File: src/rtl/txring_pkg.sv
`timescale 1ns/1ps
package txring_pkg;
    localparam int OWN_BIT   = 31;
    localparam int ERR_BIT   = 15;
    localparam int LAST_BIT  = 30;
    localparam int FIRST_BIT = 29;
    localparam int WRAP_BIT  = 25;
    localparam int LEN_W     = 11;
    localparam int DESC_BYTES = 16;

    typedef enum logic [1:0] {
        RA_BASE = 2'd0,
        RA_POLL = 2'd1,
        RA_RUN  = 2'd2
    } reg_addr_e;

    typedef enum logic [2:0] {
        ST_IDLE,
        ST_FETCH,
        ST_LOAD,
        ST_LWAIT,
        ST_SEND,
        ST_WBACK
    } seq_state_e;

    typedef struct packed {
        logic             last_seg;
        logic             first_seg;
        logic             wrap;
        logic [LEN_W-1:0] len;
    } ctl_t;

    function automatic ctl_t decode_ctl(input logic [31:0] w);
        ctl_t c;
        c.last_seg  = w[LAST_BIT];
        c.first_seg = w[FIRST_BIT];
        c.wrap      = w[WRAP_BIT];
        c.len       = w[LEN_W-1:0];
        return c;
    endfunction

    function automatic logic [31:0] status_word(input logic err);
        logic [31:0] s;
        s = '0;
        s[ERR_BIT] = err;
        return s;
    endfunction
endpackage

File: src/rtl/txring_csr.sv
`timescale 1ns/1ps
module txring_csr import txring_pkg::*; #(
    parameter int ADDR_W = 32
) (
    input  logic              clk,
    input  logic              rst,
    input  logic              wr_en,
    input  logic [1:0]        wr_addr,
    input  logic [31:0]       wr_data,
    input  logic              fetch_start,
    output logic [ADDR_W-1:0] base_addr,
    output logic              base_load,
    output logic              run_en,
    output logic              poll_pend
);
    always_ff @(posedge clk) begin
        if (rst) begin
            base_addr <= '0;
            base_load <= 1'b0;
            run_en    <= 1'b0;
            poll_pend <= 1'b0;
        end else begin
            base_load <= 1'b0;
            if (wr_en && wr_addr == RA_BASE) begin
                base_addr <= {wr_data[ADDR_W-1:4], 4'b0000};
                base_load <= 1'b1;
            end
            if (wr_en && wr_addr == RA_RUN)
                run_en <= wr_data[0];
            if (wr_en && wr_addr == RA_POLL)
                poll_pend <= 1'b1;
            else if (fetch_start)
                poll_pend <= 1'b0;
        end
    end


    poll_seen_chk: assert property (@(posedge clk) disable iff (rst)
        (wr_en && wr_addr == RA_POLL) |=> poll_pend);
endmodule

File: src/rtl/txring_lane.sv
`timescale 1ns/1ps
module txring_lane (
    input  logic        clk,
    input  logic        rst,
    input  logic        load,
    input  logic [31:0] word_in,
    input  logic [1:0]  sel,
    output logic [7:0]  byte_out
);
    logic [31:0] word_q;

    always_ff @(posedge clk) begin
        if (rst)       word_q <= '0;
        else if (load) word_q <= word_in;
    end

    always_comb begin
        case (sel)
            2'd0:    byte_out = word_q[7:0];
            2'd1:    byte_out = word_q[15:8];
            2'd2:    byte_out = word_q[23:16];
            default: byte_out = word_q[31:24];
        endcase
    end
endmodule

File: src/rtl/txring_seq.sv
`timescale 1ns/1ps
module txring_seq import txring_pkg::*; #(
    parameter int ADDR_W = 32
) (
    input  logic              clk,
    input  logic              rst,
    input  logic [ADDR_W-1:0] base_addr,
    input  logic              base_load,
    input  logic              run_en,
    input  logic              poll_pend,
    output logic              fetch_start,
    output logic              idle,
    output logic              mem_rd_en,
    output logic              mem_wr_en,
    output logic [ADDR_W-1:0] mem_addr,
    output logic [31:0]       mem_wdata,
    input  logic [31:0]       mem_rdata,
    output logic              lane_load,
    output logic [1:0]        lane_sel,
    output logic              tx_valid,
    input  logic              tx_ready,
    output logic              tx_first,
    output logic              tx_last,
    input  logic              tx_abort
);
    localparam logic [ADDR_W-1:0] STRIDE = ADDR_W'(DESC_BYTES);

    seq_state_e       st;
    logic [1:0]       fcnt;
    logic [ADDR_W-1:0] cur;
    logic [ADDR_W-1:0] bptr;
    logic             own_q;
    ctl_t             ctl_q;
    logic [LEN_W-1:0] left;
    logic             err_q;
    logic             frame_end;
    logic             go_on;

    assign frame_end = ctl_q.last_seg || err_q;
    assign go_on     = run_en || !frame_end;

    assign fetch_start = (st == ST_IDLE && !base_load && poll_pend && run_en)
                      || (st == ST_WBACK && go_on);

    always_ff @(posedge clk) begin
        if (rst) begin
            st    <= ST_IDLE;
            fcnt  <= '0;
            cur   <= '0;
            bptr  <= '0;
            own_q <= 1'b0;
            ctl_q <= '0;
            left  <= '0;
            err_q <= 1'b0;
        end else begin
            case (st)
                ST_IDLE: begin
                    if (base_load) begin
                        cur <= base_addr;
                    end else if (poll_pend && run_en) begin
                        st   <= ST_FETCH;
                        fcnt <= '0;
                    end
                end
                ST_FETCH: begin
                    fcnt <= fcnt + 2'd1;
                    case (fcnt)
                        2'd1: own_q <= mem_rdata[OWN_BIT];
                        2'd2: ctl_q <= decode_ctl(mem_rdata);
                        2'd3: begin
                            bptr  <= mem_rdata[ADDR_W-1:0];
                            left  <= ctl_q.len;
                            err_q <= 1'b0;
                            if (!own_q)               st <= ST_IDLE;
                            else if (ctl_q.len == '0) st <= ST_WBACK;
                            else                      st <= ST_LOAD;
                        end
                        default: ;
                    endcase
                end
                ST_LOAD:  st <= ST_LWAIT;
                ST_LWAIT: st <= ST_SEND;
                ST_SEND: begin
                    if (tx_abort) begin
                        err_q <= 1'b1;
                        st    <= ST_WBACK;
                    end else if (tx_ready) begin
                        left <= left - 1'b1;
                        bptr <= bptr + 1'b1;
                        if (left == 1)              st <= ST_WBACK;
                        else if (bptr[1:0] == 2'b11) st <= ST_LOAD;
                    end
                end
                ST_WBACK: begin
                    cur <= ctl_q.wrap ? base_addr : cur + STRIDE;
                    if (go_on) begin
                        st   <= ST_FETCH;
                        fcnt <= '0;
                    end else begin
                        st <= ST_IDLE;
                    end
                end
                default: st <= ST_IDLE;
            endcase
        end
    end

    always_comb begin
        case (st)
            ST_FETCH: mem_addr = cur + ADDR_W'({fcnt, 2'b00});
            ST_LOAD:  mem_addr = {bptr[ADDR_W-1:2], 2'b00};
            default:  mem_addr = cur;
        endcase
    end

    assign mem_rd_en = (st == ST_FETCH && fcnt != 2'd3) || st == ST_LOAD;
    assign mem_wr_en = (st == ST_WBACK);
    assign mem_wdata = status_word(err_q);
    assign lane_load = (st == ST_LWAIT);
    assign lane_sel  = bptr[1:0];
    assign idle      = (st == ST_IDLE);
    assign tx_valid  = (st == ST_SEND) && !tx_abort;
    assign tx_first  = tx_valid && ctl_q.first_seg && (left == ctl_q.len);
    assign tx_last   = tx_valid && ctl_q.last_seg && (left == 1);


    reset_quiet_chk: assert property (@(posedge clk)
        rst |=> (!tx_valid && !mem_rd_en && !mem_wr_en));


    last_gap_chk: assert property (@(posedge clk) disable iff (rst)
        (tx_valid && tx_ready && tx_last) |=> (mem_wr_en && !tx_valid));


    wb_single_chk: assert property (@(posedge clk) disable iff (rst)
        mem_wr_en |=> !mem_wr_en);


    wb_no_read_chk: assert property (@(posedge clk) disable iff (rst)
        mem_wr_en |-> !mem_rd_en);
endmodule

File: src/rtl/txring_dma.sv
`timescale 1ns/1ps
module txring_dma import txring_pkg::*; #(
    parameter int ADDR_W = 32
) (
    input  logic              clk,
    input  logic              rst,
    input  logic              reg_wr_en,
    input  logic [1:0]        reg_addr,
    input  logic [31:0]       reg_wdata,
    output logic              mem_rd_en,
    output logic              mem_wr_en,
    output logic [ADDR_W-1:0] mem_addr,
    output logic [31:0]       mem_wdata,
    input  logic [31:0]       mem_rdata,
    output logic              tx_valid,
    input  logic              tx_ready,
    output logic [7:0]        tx_data,
    output logic              tx_first,
    output logic              tx_last,
    input  logic              tx_abort
);
    logic [ADDR_W-1:0] base_addr;
    logic              base_load;
    logic              run_en;
    logic              poll_pend;
    logic              fetch_start;
    logic              idle;
    logic              lane_load;
    logic [1:0]        lane_sel;

    txring_csr #(.ADDR_W(ADDR_W)) u_csr (
        .clk(clk), .rst(rst),
        .wr_en(reg_wr_en), .wr_addr(reg_addr), .wr_data(reg_wdata),
        .fetch_start(fetch_start),
        .base_addr(base_addr), .base_load(base_load),
        .run_en(run_en), .poll_pend(poll_pend)
    );

    txring_seq #(.ADDR_W(ADDR_W)) u_seq (
        .clk(clk), .rst(rst),
        .base_addr(base_addr), .base_load(base_load),
        .run_en(run_en), .poll_pend(poll_pend),
        .fetch_start(fetch_start), .idle(idle),
        .mem_rd_en(mem_rd_en), .mem_wr_en(mem_wr_en),
        .mem_addr(mem_addr), .mem_wdata(mem_wdata), .mem_rdata(mem_rdata),
        .lane_load(lane_load), .lane_sel(lane_sel),
        .tx_valid(tx_valid), .tx_ready(tx_ready),
        .tx_first(tx_first), .tx_last(tx_last), .tx_abort(tx_abort)
    );

    txring_lane u_lane (
        .clk(clk), .rst(rst),
        .load(lane_load), .word_in(mem_rdata),
        .sel(lane_sel), .byte_out(tx_data)
    );


    stopped_idle_chk: assert property (@(posedge clk) disable iff (rst)
        (idle && !run_en) |=> idle);


    hold_byte_chk: assert property (@(posedge clk) disable iff (rst)
        (tx_valid && !tx_ready) |=> (tx_abort || (tx_valid && $stable(tx_data))));
endmodule

File: config.mk
export PLATFORM = sky130hd
export DESIGN_NAME = txring_dma
export DESIGN_NICKNAME = d
export VERILOG_FILES = /design/src/rtl/txring_pkg.sv /design/src/rtl/txring_csr.sv /design/src/rtl/txring_lane.sv /design/src/rtl/txring_seq.sv /design/src/rtl/txring_dma.sv
export SDC_FILE = /design/constraint.sdc
export NUM_CORES = 1
export LEC_CHECK = 0
export BUFFER_PORTS_ARGS = -buffer_cell sky130_fd_sc_hd__buf_2
export CAP_MARGIN = 20
export CORE_MARGIN = 3
export CORE_UTILIZATION = 63
export CTS_CLUSTER_SIZE = 20
export DETAILED_ROUTE_END_ITERATION = 6
export PLACE_DENSITY = 0.87
export SLEW_MARGIN = 25
export SYNTH_ARGS = -nofsm -noshare
export SYNTH_HDL_FRONTEND = slang
export SYNTH_HIERARCHICAL = 1
export SYNTH_SLANG_ARGS = --single-unit
File: constraint.sdc
create_clock -name clk -period 5.05 [get_ports clk]
set_input_delay 1.01 -clock clk [delete_from_list [all_inputs] [get_ports clk]]
set_output_delay 1.01 -clock clk [all_outputs]
set_load 0.02 [all_outputs]
Yosys cells after proc, flatten, opt, wreduce, memory -nomap -nowiden. Index checks and enable logic that the tools add are counted.

Register bits: 159. Output and inout bits: 77. Logic and storage cells: 117.

$add $sub $neg: 5. Equality and inequality tests: 26. Multiplexer cells: 34. Reduce and logical (&&, ||, !) cells: 36.

Operators by type and width (number): case mux 32 bit (2 select lines) (3); two-way mux 32 bit (5); two-way mux 11 bit (3); adder 32 x 1 -> 32 bit (second input constant) (1); adder 32 x 4 -> 32 bit (1); adder 32 x 5 -> 32 bit (second input constant) (1); two-way mux 3 bit (9); case mux 8 bit (3 select lines) (1); case mux 11 bit (2 select lines) (1); case mux 3 bit (6 select lines) (1); logical AND 1 bit (14); != test 2 bit (second input constant) (6); equality test 11 x 1 -> 1 bit (second input constant) (1); equality test 11 bit (1); logical NOT 11 bit (1); subtractor 11 x 1 -> 11 bit (second input constant) (1); equality test 2 bit (second input constant) (5); AND reduction 4 bit (2); equality test 2 x 1 -> 1 bit (second input constant) (3); equality test 3 x 2 -> 1 bit (second input constant) (2); equality test 3 bit (second input constant) (2); two-way mux 1 bit (6); two-way mux 2 bit (3); != test 2 x 1 -> 1 bit (second input constant) (3); other kinds (15) (25).

Depth between registers and ports, before layout. Gate-level depths: netlist of the first run.

Word-level depth: 7. Gate-level depth with buffers: 9.

Modules after synthesis. Netlist of the first run, hierarchy kept.

Modules (own cells, without submodules): txring_seq (times used 1, cells each 969, area each 7049.3 µm², sequential area each 1921.8 µm²); txring_csr (times used 1, cells each 138, area each 1413.9 µm², sequential area each 620.6 µm²); txring_lane (times used 1, cells each 113, area each 1327.5 µm², sequential area each 640.6 µm²).

Worst setup path before layout of the first run. Ideal clock, no wire load.

Kind: register to output. Start point: register u_seq.cur[5]. End point: output port mem_addr[20]. Arrival: 2.214 ns. Required time: 4.040 ns. Setup slack: 1.826 ns. Cell stages (with the launch flop): 6. Path through: dfxtp_1 > ha_1 > nand3_1 > nor4_4 > nand2_1 > o311ai_0.

Longest elaborated chain between the ends: 2.

Ends and longest elaborated chain: from (decl) (RTL line txring_seq.sv:30) `logic [ADDR_W-1:0] cur;`; from (signal assigned) (RTL line txring_seq.sv:59) `cur <= base_addr;`; from (signal assigned) (RTL line txring_seq.sv:95) `cur <= ctl_q.wrap ? base_addr : cur + STRIDE;`; adder 32 x 4 -> 32 bit (RTL line txring_seq.sv:110) `ST_FETCH: mem_addr = cur + ADDR_W'({fcnt, 2'b00});`; case mux 32 bit (2 select lines) (RTL line txring_seq.sv:109) `case (st)`; to (decl) (RTL line txring_dma.sv:12) `output logic [ADDR_W-1:0] mem_addr,`.

Every way passes these cells.

Worst setup path after layout of the first run.
Start point: register u_seq.cur[4]. End point: output port mem_addr[30].

Same word-level chain as after synthesis.

==> out/metrics.cfg, run 1 <==
[outcome]
outcome = finished clean

[synth]
ys_async_sr_fraction_pct = 0
yosysWarnings = 6
yosys_register_bits = 159
synth_cell_types = 84
synth_edf_count = 0
synth_ff_type = dfxtp_1
synth_area_um2 = 9790
avgSynthCellArea_um2 = 8.03
synthCells = 1220
ys_seq_area_share_pct = 32.5

[clock_tree]
clkSlewWorstSetupHoldPaths_ns = 0.06
hold_buffers = 0
clk_path_buf_depth = 2
cts_tree = built
cts_buffers = 17
clkLatencyLatePin_ns = 0.44
post_cts_buffers = 0
cts-resized-gates = 0
cts_max_level = 4
root_buffer = clkbuf_16
clock_sinks = 159

[global_route]
grt_max_degree = 82
grt_pass1_vias = 8795
grt_pass1_wl_mm = 45.3
grt_antenna_before_repair = 0
gr-total-overflow = 0
track_usage_pct = 33.5

[floorplan]
std_cell_rows = 44
die_w_um = 131
ios = 148
die_y_um = 131
die_area_um2 = 17100
start_util_pct = 65.9
core-area_um2 = 14900

[critical_path]
slowest_stage = nor2_1
r2r_end = u_seq/bptr[26]$_SDFFE_PP0P_
start_kind = flip-flop
crit_type = reg2out
ff2ff_setup_slack_ns = 1.96
cp.arrival_ns = 3.19
worstRegToRegCells = 7
critPathMaxFanout = 8
rr_startpoint = u_seq/st[2]$_SDFFE_PP0P_
required_ns = 4.04
cp.depth = 7
cp_cell_sequence = ha_1, nand3_1, nor2_1, nand4_1, or3_1, o211ai_1, buf_2
cp_slowest_stage_delay_ns = 0.60
cp-endpoint = mem_addr[30]
cp_top_family = simple AND/OR/NAND/NOR gates
endpoint_kind = output pin
crit_buf_inv = 1
crit_start = u_seq/cur[4]$_SDFFE_PP0P_

[timing]
slew_headroom_pct = 31.8
worst_slew_pin_slew_ns = 1.02
final_hold_viol_count = 0
rsz0062_at_grt = no
post-route-period-util_pct = 83.2
holdWs_ns = 0.460
fin_crit_ns = 4.20
final-setup-viol-count = 0
final_max_slew_viol_count = 0
finalSetupTns_ns = 0
skew_ns = 0.00661
fmax_mhz = 238

[layout]
nFillCells = 1152
diodes = 0
fin_nets = 1347
drive_gt1_share_pct = 15.9
area_growth_pct = 9.32

[route]
wl_per_cell_um = 19.6
drt-total-wl_mm = 28.7
dr.pass1.iters = 7
viasPerCell = 6.67
postRouteAntennaNets = 0
dr_total_vias = 9753
drt_iter0_markers = 1649
drc = 0

[place]
io_buffers = 113
place_congestion = 0.976
hpwl_mm = 19.5

[hold_path]
hold_path_class = reg2reg

[power]
vdd_drop_max_mv = 0.278
p_per_area_nw_per_um2 = 317
power_leakage_nw = 4.00

[job]
max_cap_viol_count = 0

[cells by family after synthesis]
kind of cell	count (synthesis)	synth area share, %
simple gates	515	28.1
compound gates	302	20.1
flops	159	32.5
buf+inv	143	7.91
mux	74	8.59
xor+xnor	15	1.34
fa+ha+maj	10	1.35
other cells	2	0.0767
[layer usage]
metal  global-route usage [%]  vias to the layer above  part of all wire [%]
met4                     15.6                        0                   4.5
li1                         -                     4465                     -
met5                        0                        -                     0
met3                     8.13                      133                    11
met1                     43.6                     4514                    39
met2                     52.4                      641                    46
[layout make-up]
type / instances / area [um2] / area share [%]
flip-flops and latches: 159 / 3180 / 29.7
clock inverters: 12 / 134 / 1.25
multi-input cells: 951 / 5980 / 55.9
inverters: 9 / 33.8 / 0.316
clock buffers: 20 / 457 / 4.27
well taps: 184 / 230 / 2.15
repair buffers: 128 / 681 / 6.36
[worst reg2reg max path: stages (launching register included)]
cell,delay [ns]
dfxtp_1,0.72
nor3b_4,0.28
buf_4,0.47
nand2_1,0.24
inv_2,0.14
nand3_1,0.30
or4_1,0.62
and3_1,0.20
[layout by cell type (no fill, tap or decap), types with 18 or more instances in the layout]
master	instances
conb_1	35
nand3_1	49
dfxtp_1	159
nor2_1	107
a21oi_1	83
nand2_1	142
buf_2	112
a31oi_1	24
a22oi_1	18
mux2i_1	66
o21ai_0	52
nand2b_1	61
nor3_1	31
[synth_stat cells (all sizes together) (8+ instances only)]
cell	count	area (um2)
nand2	143	539
inv	9	33.8
nor4	22	195
a211oi	10	75.1
clkbuf	61	230
a22oi	18	135
o21ai	60	300
dfxtp	159	3180
nand2b	61	382
and3	13	81.3
xnor2	13	114
nand4	22	213
mux2i	66	661
a21o	14	105
o211ai	18	140
ha	9	113
nor2	108	408
nor3b	8	87.6
nor3	33	175
mux4	8	180
nand3	51	265
buf	73	510
and2	14	87.6
or3	10	67.6
a31oi	24	150
a21oi	84	420
[worst min-delay path by stage]
stage / cells after the start / slack, ns / from / endpoint
floorplan: 2 / 0.43 / u_seq/cur[0]$_SDFFE_PP0P_ / u_seq/cur[0]$_SDFFE_PP0P_
global placement: 2 / 0.44 / u_seq/cur[0]$_SDFFE_PP0P_ / u_seq/cur[0]$_SDFFE_PP0P_
detailed placement: 2 / 0.45 / u_seq/cur[0]$_SDFFE_PP0P_ / u_seq/cur[0]$_SDFFE_PP0P_
CTS: 2 / 0.46 / u_seq/cur[0]$_SDFFE_PP0P_ / u_seq/cur[0]$_SDFFE_PP0P_
global route: 2 / 0.48 / u_seq/cur[1]$_SDFFE_PP0P_ / u_seq/cur[1]$_SDFFE_PP0P_
finish: 2 / 0.46 / u_seq/cur[0]$_SDFFE_PP0P_ / u_seq/cur[0]$_SDFFE_PP0P_
[power by group]
part | internal, mW | switching [mW]
clock | 0.758 | 0.554
sequential | 1.30 | 0.0888
combinational | 0.240 | 0.449
total | 2.30 | 1.09
[per-stage QoR]
step	instance area, um2	std cells	utilization, %	setup slack, ns	power, mW
finish	10700	1463	72.0	0.851	3.39
global route	10700	1463	72.0	0.695	3.51
CTS	10700	1463	72.0	0.977	3.36
detailed placement	10100	1431	68.0	1.48	2.07
global placement	10100	1431	68.0	1.48	2.05
floorplan	9910	1253	-	1.83	1.91
[state kept, by name (all words and copies together) (netlist names)]
name,flops
u_seq/own_q,1
u_seq/st,3
u_seq/fcnt,2
u_seq/ctl_q,14
u_seq/left,11
u_seq/bptr,32
u_csr/base_load,1
u_csr/run_en,1
u_seq/cur,32
u_seq/err_q,1
u_csr/poll_pend,1
u_lane/word_q,32
u_csr/base_addr,28
No activity file was read; power rests on OpenSTA's default activity.
==> run 2: changes to the inputs <==
--- a/config.mk
+++ b/config.mk
@@ -8,10 +8,10 @@
 export BUFFER_PORTS_ARGS = -buffer_cell sky130_fd_sc_hd__buf_2
 export CAP_MARGIN = 20
 export CORE_MARGIN = 3
-export CORE_UTILIZATION = 63
+export CORE_UTILIZATION = 58
 export CTS_CLUSTER_SIZE = 20
 export DETAILED_ROUTE_END_ITERATION = 6
-export PLACE_DENSITY = 0.87
+export PLACE_DENSITY = 0.81
 export SLEW_MARGIN = 25
 export SYNTH_ARGS = -nofsm -noshare
 export SYNTH_HDL_FRONTEND = slang
==> constraint.sdc (replaced) <==
create_clock -name clk -period 3.95 [get_ports clk]
set_input_delay 0.79 -clock clk [delete_from_list [all_inputs] [get_ports clk]]
set_output_delay 0.79 -clock clk [all_outputs]
set_load 0.02 [all_outputs]
==> out/metrics.cfg, run 2 (synthesized netlist as in run 1, its figures left out) <==
[global_route]
gr-total-overflow = 0
track_usage_pct = 30.1
grt_busiest_layer = met2
grt_util_met2_pct = 48.8
grt_antenna_before_repair = 0
met3_usage_pct = 6.07
grt_pass1_wl_mm = 44.8
grt_max_degree = 59
met1_usage_pct = 40.2
grt_pass1_vias = 8810

[clock_tree]
clkLatencyLatePin_ns = 0.42
cts_buffers = 17
cts_tree = built
cts_max_level = 4
clkSlewWorstSetupHoldPaths_ns = 0.06
root_buffer = clkbuf_16
clk_path_buf_depth = 2
hold_buffers = 0
clock_sinks = 159

[place]
numPlacedInstances = 1471
hpwl_mm = 19.8
place_congestion = 0.959
io_buffers = 113

[critical_path]
cp.arrival_ns = 3.02
required_ns = 3.16
critPathMaxFanout = 7
rr_startpoint = u_seq/st[2]$_SDFFE_PP0P_
endpoint_kind = output pin
start_kind = flip-flop
crit_start = u_seq/cur[5]$_SDFFE_PP0P_
crit_type = reg2out

[floorplan]
start_util_pct = 60.5
core-area_um2 = 16200
die_area_um2 = 18500
ios = 148
die_w_um = 136
std_cell_rows = 46
die_y_um = 136

[route]
wl_per_cell_um = 18.8
dr.pass1.iters = 6
drt-total-wl_mm = 28.2
viasPerCell = 6.32
drt_iter0_markers = 1079
postRouteAntennaNets = 0
dr_total_vias = 9511
drc = 0

[timing]
worst_slew_pin_slew_ns = 1.00
skew_ns = 0.0102
final_max_slew_viol_count = 0
fin_crit_ns = 3.81
post-route-period-util_pct = 96.4
fmax_mhz = 263
final_hold_viol_count = 0
rsz0062_at_grt = no
final-setup-viol-count = 0
finalSetupTns_ns = 0
slew_headroom_pct = 33.1

[layout]
final_cell_count_no_fill = 1505
final_common_cell = dfxtp_1
drive_gt1_share_pct = 16.7
fin_nets = 1357
area_growth_pct = 10.5
diodes = 0
nFillCells = 1319
top_regs = u_lane/word_q: 32 flops, u_seq/bptr: 32 flops, u_seq/cur: 32 flops
layout_common_cells = dfxtp_1 (158), nand2_1 (142), buf_2 (112)

[job]
max_cap_viol_count = 0

[power]
power_leakage_nw = 4.05
p_per_area_nw_per_um2 = 399
vdd_drop_max_mv = 0.312
power.total_mw = 4.31

[hold_path]
hold_path_class = reg2reg
hold_start = u_csr/base_addr[23]$_SDFFE_PP0P_

[outcome]
outcome = finished clean

## run 2: cell count changes in the layout (fill, tap and decap cells not counted), sizes merged
cell and change:
buf +10, bufinv -1, clkbuf +2, clkinv -1
## run 2: area by class of cell
| type | count | area, um2 | share of cell area [%] |
|---|---|---|---|
| clock buffers | 22 | 484 | 4.48 |
| clock inverters | 10 | 103 | 0.949 |
| inverters | 9 | 33.8 | 0.312 |
| well taps | 216 | 270 | 2.50 |
| repair buffers | 138 | 756 | 6.99 |
| multi-input cells | 951 | 5980 | 55.3 |
| flip-flops and latches | 159 | 3180 | 29.4 |
## run 2: stage by stage
stage / worst slack, ns / instance area [um2] / hold slack [ns] / utilization, %
2_1_floorplan: 0.946 / 9910 / 0.432 / -
3_3_place_gp: 0.743 / 10200 / 0.441 / 63.1
3_5_place_dp: 0.702 / 10200 / 0.448 / 63.1
4_1_cts: 0.211 / 10800 / 0.457 / 66.8
5_1_grt: 0.00956 / 10800 / 0.487 / 66.9
6_report: 0.141 / 10800 / 0.460 / 66.9
## run 2: timing repair
action,CTS,global route
resized for setup,0,1
endpoints found under the setup margin,0,2
buffers inserted,0,2
## run 2: critical path: stages, from the launching register on
cell and delay [ns]:
dfxtp_1 0.49, ha_1 0.36, nand3_1 0.32, nor4_4 0.48
nand2_1 0.17, o311ai_0 0.51, buf_2 0.27
## run 2: report_power, final
part,switching [mW],internal (mW),leakage (nW)
Clock,0.704,0.944,0.284
Combinational,0.576,0.319,2.48
Sequential,0.105,1.66,1.28
## run 2: final timing paths
| check | cells after the start | slack, ns | end |
|---|---|---|---|
| max | 6 | 0.14 | mem_addr[20] |
| min | 2 | 0.46 | u_seq/cur[23]$_SDFFE_PP0P_ |
| max reg2reg | 4 | 1.20 | u_seq/bptr[28]$_SDFFE_PP0P_ |
| min reg2reg | 2 | 0.46 | u_seq/cur[23]$_SDFFE_PP0P_ |
## run 2: routing by layer
metal | wire (um) | part of all wire (%)
met5 | 0 | 0
met2 | 13500 | 48
met3 | 2480 | 8.8
met4 | 667 | 2.4
met1 | 11600 | 41
